## config.mk

```make
export PLATFORM = sky130hd
export DESIGN_NAME = wake_intc
export DESIGN_NICKNAME = d
export VERILOG_FILES = /design/src/rtl/wake_intc_pkg.sv /design/src/rtl/wake_intc_nmi.sv /design/src/rtl/wake_intc_grp.sv /design/src/rtl/wake_intc.sv
export SDC_FILE = /design/constraint.sdc
export NUM_CORES = 1
export LEC_CHECK = 0
export BUFFER_PORTS_ARGS = -buffer_cell sky130_fd_sc_hd__buf_2
export CORE_AREA = 2 2 123 125
export DETAILED_ROUTE_END_ITERATION = 8
export DIE_AREA = 0 0 125 127
export PLACE_DENSITY = 0.8
export SLEW_MARGIN = 15
export SYNTH_ARGS = -nofsm -noshare
export SYNTH_HDL_FRONTEND = slang
export SYNTH_SLANG_ARGS = --single-unit
```

## constraint.sdc

```tcl
create_clock -name clk_i -period 3.2 [get_ports clk_i]
set_clock_uncertainty 0.2 [all_clocks]
set_input_delay 0.48 -clock clk_i [delete_from_list [all_inputs] [get_ports clk_i]]
set_output_delay 0.48 -clock clk_i [all_outputs]
set_load 0.02 [all_outputs]
```

## src/rtl/wake_intc_pkg.sv

```systemverilog
package wake_intc_pkg;
  typedef enum logic [1:0] {
    SENSE_LVL_LO = 2'd0,
    SENSE_FALL   = 2'd1,
    SENSE_LVL_HI = 2'd2,
    SENSE_RISE   = 2'd3
  } sense_e;

  localparam logic [7:0] OFS_NMI_CTRL = 8'h0C;
  localparam logic [7:0] OFS_PEND     = 8'h10;
  localparam logic [7:0] OFS_EN       = 8'h40;
  localparam logic [7:0] OFS_MUXEN    = 8'hC0;
endpackage

```

## src/rtl/wake_intc_nmi.sv

```systemverilog
module wake_intc_nmi
  import wake_intc_pkg::*;
(
  input  logic   clk_i,
  input  logic   rst_ni,
  input  logic   pad_i,
  input  sense_e mode_i,
  input  logic   clr_i,
  output logic   irq_o
);
  logic s1_q, s2_q, prev_q, hit, latch_q;

  always_ff @(posedge clk_i or negedge rst_ni) begin
    if (!rst_ni) begin
      s1_q   <= 1'b1;
      s2_q   <= 1'b1;
      prev_q <= 1'b1;
    end else begin
      s1_q   <= pad_i;
      s2_q   <= s1_q;
      prev_q <= s2_q;
    end
  end

  always_comb begin
    unique case (mode_i)
      SENSE_LVL_LO: hit = !s2_q;
      SENSE_FALL:   hit = prev_q && !s2_q;
      SENSE_LVL_HI: hit = s2_q;
      SENSE_RISE:   hit = s2_q && !prev_q;
      default:      hit = 1'b0;
    endcase
  end

  // clear wins in its cycle; a held level re-sets on the next edge
  always_ff @(posedge clk_i or negedge rst_ni) begin
    if (!rst_ni)    latch_q <= 1'b0;
    else if (clr_i) latch_q <= 1'b0;
    else if (hit)   latch_q <= 1'b1;
  end

  assign irq_o = latch_q;


  nmi_clr_chk: assert property (@(posedge clk_i) disable iff (!rst_ni)
    clr_i |=> !irq_o);


  nmi_rise_chk: assert property (@(posedge clk_i) disable iff (!rst_ni)
    (mode_i == SENSE_RISE && s2_q && !prev_q && !clr_i) |=> irq_o);
endmodule

```

## src/rtl/wake_intc_grp.sv

```systemverilog
module wake_intc_grp #(
  parameter int W = 8
) (
  input  logic [W-1:0] src_i,
  input  logic [W-1:0] en_i,
  output logic         hit_o
);
  assign hit_o = |(src_i & en_i);
endmodule

```

## src/rtl/wake_intc.sv

```systemverilog
module wake_intc
  import wake_intc_pkg::*;
#(
  parameter int N_DIRECT = 15,
  parameter int GRP_BASE = 19,
  parameter int N_GRP    = 13,
  parameter int GRP_W    = 8,
  parameter int DW       = 32,
  parameter int AW       = 8
) (
  input  logic                   clk_i,
  input  logic                   rst_ni,
  input  logic                   nmi_pad_i,
  input  logic [N_DIRECT-1:0]    direct_irq_i,
  input  logic [N_GRP*GRP_W-1:0] mux_src_i,
  input  logic                   req_i,
  input  logic                   we_i,
  input  logic [AW-1:0]          addr_i,
  input  logic [DW-1:0]          wdata_i,
  output logic [DW-1:0]          rdata_o,
  output logic                   nmi_irq_o,
  output logic                   wake_o
);
  localparam int MUX_W     = N_GRP * GRP_W;
  localparam int MUX_WORDS = (MUX_W + DW - 1) / DW;
  localparam int MUX_PAD   = MUX_WORDS * DW;

  function automatic logic [DW-1:0] en_mask_f();
    logic [DW-1:0] m;
    for (int i = 0; i < DW; i++)
      m[i] = (i <= N_DIRECT) || (i >= GRP_BASE && i < GRP_BASE + N_GRP);
    return m;
  endfunction

  function automatic logic [MUX_PAD-1:0] mux_mask_f();
    logic [MUX_PAD-1:0] m;
    for (int i = 0; i < MUX_PAD; i++) m[i] = (i < MUX_W);
    return m;
  endfunction

  localparam logic [DW-1:0]      EN_MASK  = en_mask_f();
  localparam logic [MUX_PAD-1:0] MUX_MASK = mux_mask_f();

  sense_e             ctrl_q;
  logic [DW-1:0]      en_q;
  logic [MUX_PAD-1:0] muxen_q;
  logic [DW-1:0]      pend;
  logic [N_GRP-1:0]   grp_hit;
  logic               wr, nmi_clr;

  assign wr      = req_i && we_i;
  assign nmi_clr = wr && (addr_i == AW'(OFS_PEND)) && wdata_i[0];

  always_ff @(posedge clk_i or negedge rst_ni) begin
    if (!rst_ni) begin
      ctrl_q  <= SENSE_LVL_LO;
      en_q    <= '0;
      muxen_q <= '0;
    end else if (wr) begin
      if (addr_i == AW'(OFS_NMI_CTRL)) ctrl_q <= sense_e'(wdata_i[1:0]);
      if (addr_i == AW'(OFS_EN))       en_q   <= wdata_i & EN_MASK;
      for (int w = 0; w < MUX_WORDS; w++)
        if (addr_i == AW'(OFS_MUXEN) + AW'(4 * w))
          muxen_q[w*DW +: DW] <= wdata_i & MUX_MASK[w*DW +: DW];
    end
  end

  wake_intc_nmi u_nmi (
    .clk_i  (clk_i),
    .rst_ni (rst_ni),
    .pad_i  (nmi_pad_i),
    .mode_i (ctrl_q),
    .clr_i  (nmi_clr),
    .irq_o  (nmi_irq_o)
  );

  for (genvar g = 0; g < N_GRP; g++) begin : g_grp
    wake_intc_grp #(.W(GRP_W)) u_grp (
      .src_i (mux_src_i[g*GRP_W +: GRP_W]),
      .en_i  (muxen_q[g*GRP_W +: GRP_W]),
      .hit_o (grp_hit[g])
    );
  end

  always_comb begin
    pend    = '0;
    pend[0] = nmi_irq_o && en_q[0];
    for (int i = 0; i < N_DIRECT; i++)
      pend[1+i] = direct_irq_i[i] && en_q[1+i];
    for (int k = 0; k < N_GRP; k++)
      pend[GRP_BASE+k] = grp_hit[k] && en_q[GRP_BASE+k];
  end

  assign wake_o = |pend;

  always_comb begin
    rdata_o = '0;
    if (addr_i == AW'(OFS_NMI_CTRL)) rdata_o[1:0] = ctrl_q;
    else if (addr_i == AW'(OFS_PEND)) rdata_o = pend;
    else if (addr_i == AW'(OFS_EN))   rdata_o = en_q;
    else
      for (int w = 0; w < MUX_WORDS; w++)
        if (addr_i == AW'(OFS_MUXEN) + AW'(4 * w)) rdata_o = muxen_q[w*DW +: DW];
  end


  wake_en_chk: assert property (@(posedge clk_i) disable iff (!rst_ni)
    wake_o |-> (en_q != '0));


  pend_zero_wr_chk: assert property (@(posedge clk_i) disable iff (!rst_ni)
    (wr && addr_i == AW'(OFS_PEND) && !wdata_i[0] && nmi_irq_o) |=> nmi_irq_o);


  nmi_pend_chk: assert property (@(posedge clk_i) disable iff (!rst_ni)
    (nmi_irq_o && en_q[0] && addr_i == AW'(OFS_PEND)) |-> rdata_o[0]);


  rsvd_en_chk: assert property (@(posedge clk_i) disable iff (!rst_ni)
    (addr_i == AW'(OFS_EN)) |-> (rdata_o[GRP_BASE-1:N_DIRECT+1] == '0));
endmodule

```

### After elaboration in Yosys (flattened, before gate mapping)

Index checks and enable logic that the tools add are counted.

| storage, ports and cells | value |
|---|---|
| bits in registers | 139 |

| cells by class | value |
|---|---|
| equality and inequality tests | 10 |
| muxes and demuxes | 11 |
| bitwise logic cells | 13 |
| reductions and logical operators | 58 |

Operators with widths:

| cell | number |
|---|---|
| $mux 32 | 6 |
| $and 8x8->8 | 13 |
| $reduce_or 8->1 | 13 |
| $logic_and 1x1->1 | 34 |
| $eq 8x8->1 const B | 4 |
| $mux 30 | 1 |
| $reduce_or 29->1 | 1 |
| $reduce_and 2->1 | 6 |
| $eq 8x4->1 const B | 1 |
| $eq 8x5->1 const B | 1 |
| $eq 8x7->1 const B | 1 |
| $eq 2x2->1 const B | 2 |
| $pmux 1 s4 | 1 |
| $eq 2x1->1 const B | 1 |
| $logic_not 1->1 | 2 |
| $logic_not 2->1 | 1 |
| $mux 1 | 2 |
| $mux 2 | 1 |
| $reduce_bool 2->1 | 1 |

### Longest topological paths before layout

| logic depth | value |
|---|---|
| word-level depth | 8 |
| gate-level depth with buffers | 7 |
| gate-level depth less buffers | 4 |

### Modules after synthesis

Synthesis repeated with hierarchy kept, for this count alone.

| unflattened totals | value |
|---|---|
| cells, all modules | 604 |
| area total of the unflattened synthesis | 7219.4 µm² |

Modules (own cells, without submodules):

| module | times used | cells an instance | area each (µm²) |
|---|---|---|---|
| wake_intc | 1 | 530 | 6613.8 |
| wake_intc_grp | 13 | 5 | 36.3 |
| wake_intc_nmi | 1 | 9 | 133.9 |

### Worst setup path before layout

OpenSTA, ideal clock, no wires.

| timing path | value |
|---|---|
| kind | input port to output port |
| from | input addr_i[5] |
| to | output rdata_o[0] |
| arrival | 2.470 ns |
| data required time | 2.520 ns |
| path slack | 0.050 ns |
| stages on the path | 6 |
| cells stage by stage | or4_1 > buf_2 > or4_1 > buf_2 > o21a_1 > a221oi_1 |

| between the ends | value |
|---|---|
| cells in the longest elaborated chain, start to end | 8 |

RTL lines:

| item | RTL line | source |
|---|---|---|
| start, declared | wake_intc.sv:18 | `input logic [AW-1:0] addr_i,` |
| $eq 8x8->1 | wake_intc.sv:103 | `if (addr_i == AW'(OFS_MUXEN) + AW'(4 * w)) rdata_o = muxen_q[w*DW +: DW];` |
| $mux 32 (4 in series) | wake_intc.sv:103 |  |
| $mux 32 | wake_intc.sv:100 | `else if (addr_i == AW'(OFS_EN)) rdata_o = en_q;` |
| $mux 32 | wake_intc.sv:99 | `else if (addr_i == AW'(OFS_PEND)) rdata_o = pend;` |
| $mux 2 (*) | wake_intc.sv:98 | `if (addr_i == AW'(OFS_NMI_CTRL)) rdata_o[1:0] = ctrl_q;` |
| end, declared | wake_intc.sv:20 | `output logic [DW-1:0] rdata_o,` |

Every way passes the cells marked *; elsewhere a longest branch is shown, timed or not.

### Worst setup path after layout

| timing path | value |
|---|---|
| from | register muxen_q[98] |
| to | output wake_o |

| between the ends | value |
|---|---|
| cells in the longest elaborated chain, start to end | 4 |

RTL lines:

| item | RTL line | source |
|---|---|---|
| start, declared | wake_intc.sv:46 | `logic [MUX_PAD-1:0] muxen_q;` |
| start signal, assigned by index | wake_intc.sv:64 | `muxen_q[w*DW +: DW] <= wdata_i & MUX_MASK[w*DW +: DW];` |
| $and 8x8->8 | wake_intc_grp.sv:8 | `assign hit_o = \|(src_i & en_i);` |
| $reduce_or 8->1 | wake_intc_grp.sv:8 |  |
| $logic_and 1x1->1 | wake_intc.sv:91 | `pend[GRP_BASE+k] = grp_hit[k] && en_q[GRP_BASE+k];` |
| $reduce_or 29->1 | wake_intc.sv:94 | `assign wake_o = \|pend;` |
| end, declared | wake_intc.sv:22 | `output logic wake_o` |

Every way passes these cells.

==> run_results.csv <==
group,metric,value,unit
outcome,status,"finished with violations",
outcome,violations,"hold timing",
placement,dp_hpwl,17.8,mm
floorplan,die_area,15900,um2
route,routed_wl,24.4,mm
sta,rsz0062_at_grt,"no",
critical_path,cp_max_fo,3,
route,firstDrtPassIters,6,
final_layout,area.growth.synth_to_final,28.4,%
critical_path,crit_required,2520,ps
route,drc_errors,0,
synth,synth_top_area_cell,"dfrtp_1",
global_routing,top_usage_layer,"met2",
final_layout,drive_gt1_share,53.5,%
synth,ys_seq_elements,139,
clocking,ctsLongestPathBuffers,2,
floorplan,die_h,127,um
sta,finalSetupTns,0,ps
placement,dpl-instance-area,8860,um2
final_layout,antenna_cells,0,
synth,synth_area_leaders,"dfrtp_1 (45%), mux2_4 (12%), mux2_2 (12%)",
global_routing,antenna_found_initial,0,
sta,hold_viol_final,11,
synth,yosysSeqAreaShare,46.3,%
floorplan,rows,44,
synth,syn_nets,772,
global_routing,grt_max_degree,140,
clocking,cts_root_buf,"clkbuf_16",
sta,timing.fmax,315,MHz
synth,ys.flop_type,"dfrtp_1",
final_layout,layout_common_cells,"buf_2 (195), dfrtp_1 (135), mux2_2 (79)",
critical_path,slowest_delay,530,ps
route,wl_per_cell,23.8,um
route,vias_per_cell,6.33,
synth,ys_types,45,
sta,finalWorstSetupSlack,25.6,ps
critical_path,r2r-start,"ctrl_q[1]",
global_routing,overflow,0,
clocking,cts_buffers,17,
floorplan,fp.coreArea,14400,um2
route,num_vias,6498,
placement,port_buffers,197,
floorplan,fp.dieW,125,um
global_routing,met2_usage,50.2,%
placement,gp_congestion,0.971,
sta,tightest_slew,771,ps
critical_path,startpoint,"muxen_q[98]",
sta,drv_slew,0,
critical_path,critPathSlowestCell,"or4_4",
floorplan,initial_core_util,52.1,%
synth,postSynthAreaPerCell,12.4,um2
power_and_ir_drop,peakVddDrop,0.373,mV
synth,synthArstFlopShare,100,%
synth,synthCells,608,
sta,fin_crit_sh,99.2,%
worst_hold_path,hold_class,"in2async",
route,ant_nets,0,
global_routing,grt_pass1_wl,37.3,mm
synth,synth.cell_area,7520,um2
floorplan,io_pins,198,
synth,ys.warnings.count,0,
final_layout,final_area,9650,um2
power_and_ir_drop,p_leak,4.81,nW
clocking,cts_max_level,4,
critical_path,cp.arrival,2490,ps
final_layout,mostFrequentLayoutCell,"buf_2",
sta,maxSlewHeadroom,48.6,%
synth,synth_edf_count,0,
synth,synth_top_cell_area_share,45.3,%
critical_path,crit_chain,"a22o_1, o41ai_4, buf_4, nand4_1, or4_4, buf_6",
clocking,clock-sinks,139,
power_and_ir_drop,powerDensity,451,nW/um2
global_routing,grtUsageMet3,6.20,%
sta,final.min_clock_period,3170,ps
clocking,cts.reportedPaths.clkPinSlew,60,ps
global_routing,grtUsageTotal,30.5,%
sta,setup_violations,0,
clocking,cts_tree,"built",
global_routing,grt_use_met1,38.7,%
critical_path,start_kind,"flop",
placement,place_ws,21.8,ps
sta,timing.hold.ws,-43.9,ps
clocking,clk_latency,420,ps
route,drt-initial-drc-count,616,
final_layout,nNetsFinal,994,
flow_run,drv_cap,0,
critical_path,critical_path_class,"reg2out",
global_routing,first_global_vias,6637,
critical_path,end_kind,"primary output",
[flip-flops by register name (all words and copies together), names as in the netlist]
register      count
ctrl_q            2
en_q             29
muxen_q         104
u_nmi.irq_o       1
u_nmi.prev_q      1
u_nmi.s1_q        1
u_nmi.s2_q        1
[metal layers]
metal | vias up | share of wire, %
li1 | 2809 | -
met1 | 3210 | 39
met2 | 400 | 49
met3 | 79 | 7.5
met4 | 0 | 4.1
met5 | - | 0
[worst max-delay path: cells and delay by family (launching register included)]
kind / cells / cell delay (ps)
AOI/OAI and AO/OA: 2 / 710
buffers and inverters: 2 / 340
DFF: 1 / 410
and+or+nand+nor: 2 / 620
[synthesized netlist by cell type (2+ instances only)]
| master | instances |
|---|---|
| nor2_1 | 27 |
| nand3_1 | 5 |
| buf_6 | 7 |
| a22o_1 | 48 |
| buf_1 | 6 |
| and3_1 | 2 |
| nor3_1 | 2 |
| o21a_1 | 2 |
| nor2b_1 | 3 |
| mux2i_1 | 15 |
| a21boi_0 | 4 |
| nand2_1 | 31 |
| o41ai_1 | 22 |
| a22oi_1 | 12 |
| o22ai_1 | 14 |
| clkbuf_1 | 22 |
| o221ai_1 | 14 |
| dfstp_2 | 3 |
| nor4_4 | 2 |
| o211ai_1 | 3 |
| a221oi_1 | 2 |
| dfrtp_1 | 136 |
| a21oi_1 | 26 |
| o21ai_0 | 4 |
| mux2_2 | 79 |
| mux2_4 | 62 |
| or4_1 | 3 |
| o221a_2 | 4 |
| a2bb2oi_1 | 10 |
| or2_2 | 10 |
| nand4_1 | 10 |
| buf_2 | 5 |
[timing repair]
| item | 4_1_cts | 5_1_grt |
|---|---|---|
| endpoints found under the setup margin | 1 | 6 |
| hold buffers | 1 | 0 |
| pin swaps | 2 | 8 |
| setup buffers | 0 | 6 |
| gates resized for setup | 9 | 8 |
| hold endpoints to repair | 1 | 0 |
[cell families (layout without fill, tap and decap cells)]
family                 after synthesis  in the layout  share of synthesized area, %
AND/OR/NAND/NOR                    102            102                          7.04
flip-flops                         139            139                          46.3
buffers and inverters               41            276                          2.83
AO/OA/AOI/OAI                      168            168                          17.4
multiplexers                       156            156                          26.2
XOR/XNOR                             2              2                         0.233
[through the flow]
step / hold WS (ps) / total power (W) / utilization [%] / cells
after floorplan: -15.6 / 0.00203 / - / 608
after global placement: 149 / 0.00226 / 61.4 / 988
after detailed placement: 151 / 0.00228 / 61.4 / 988
after CTS: 24.2 / 0.00436 / 66.3 / 1021
after global routing: 16.1 / 0.00447 / 66.9 / 1027
final: -43.9 / 0.00435 / 66.9 / 1027
[cell type report]
cell class | count | area (um2)
clock inverters | 10 | 138
inverters | 1 | 3.75
well taps | 184 | 230
multi-input cells | 428 | 3920
flip-flops and latches | 139 | 3480
repair buffers | 243 | 1380
clock buffers | 22 | 494
fillers | 1047 | 4770
[worst paths after layout]
check                           slack [ps]      endpoint  depth (start not counted)
worst min register to register         160    u_nmi.s2_q                          0
worst max register to register        1890   u_nmi.irq_o                          4
worst max-delay path                    30        wake_o                          6
min in group clk_i                     110   u_nmi.irq_o                          2
worst min-delay path                   -40  muxen_q[101]                          2
max in group asynchronous             2230   muxen_q[65]                          2
[where the power goes]
| part | total (W) | internal [W] | switching, W |
|---|---|---|---|
| combinational | 0.000416 | 0.000200 | 0.000217 |
| sequential | 0.00186 | 0.00181 | 0.0000490 |
| clock | 0.00208 | 0.00133 | 0.000754 |
Note: power is estimated with default switching activity, not from simulation.
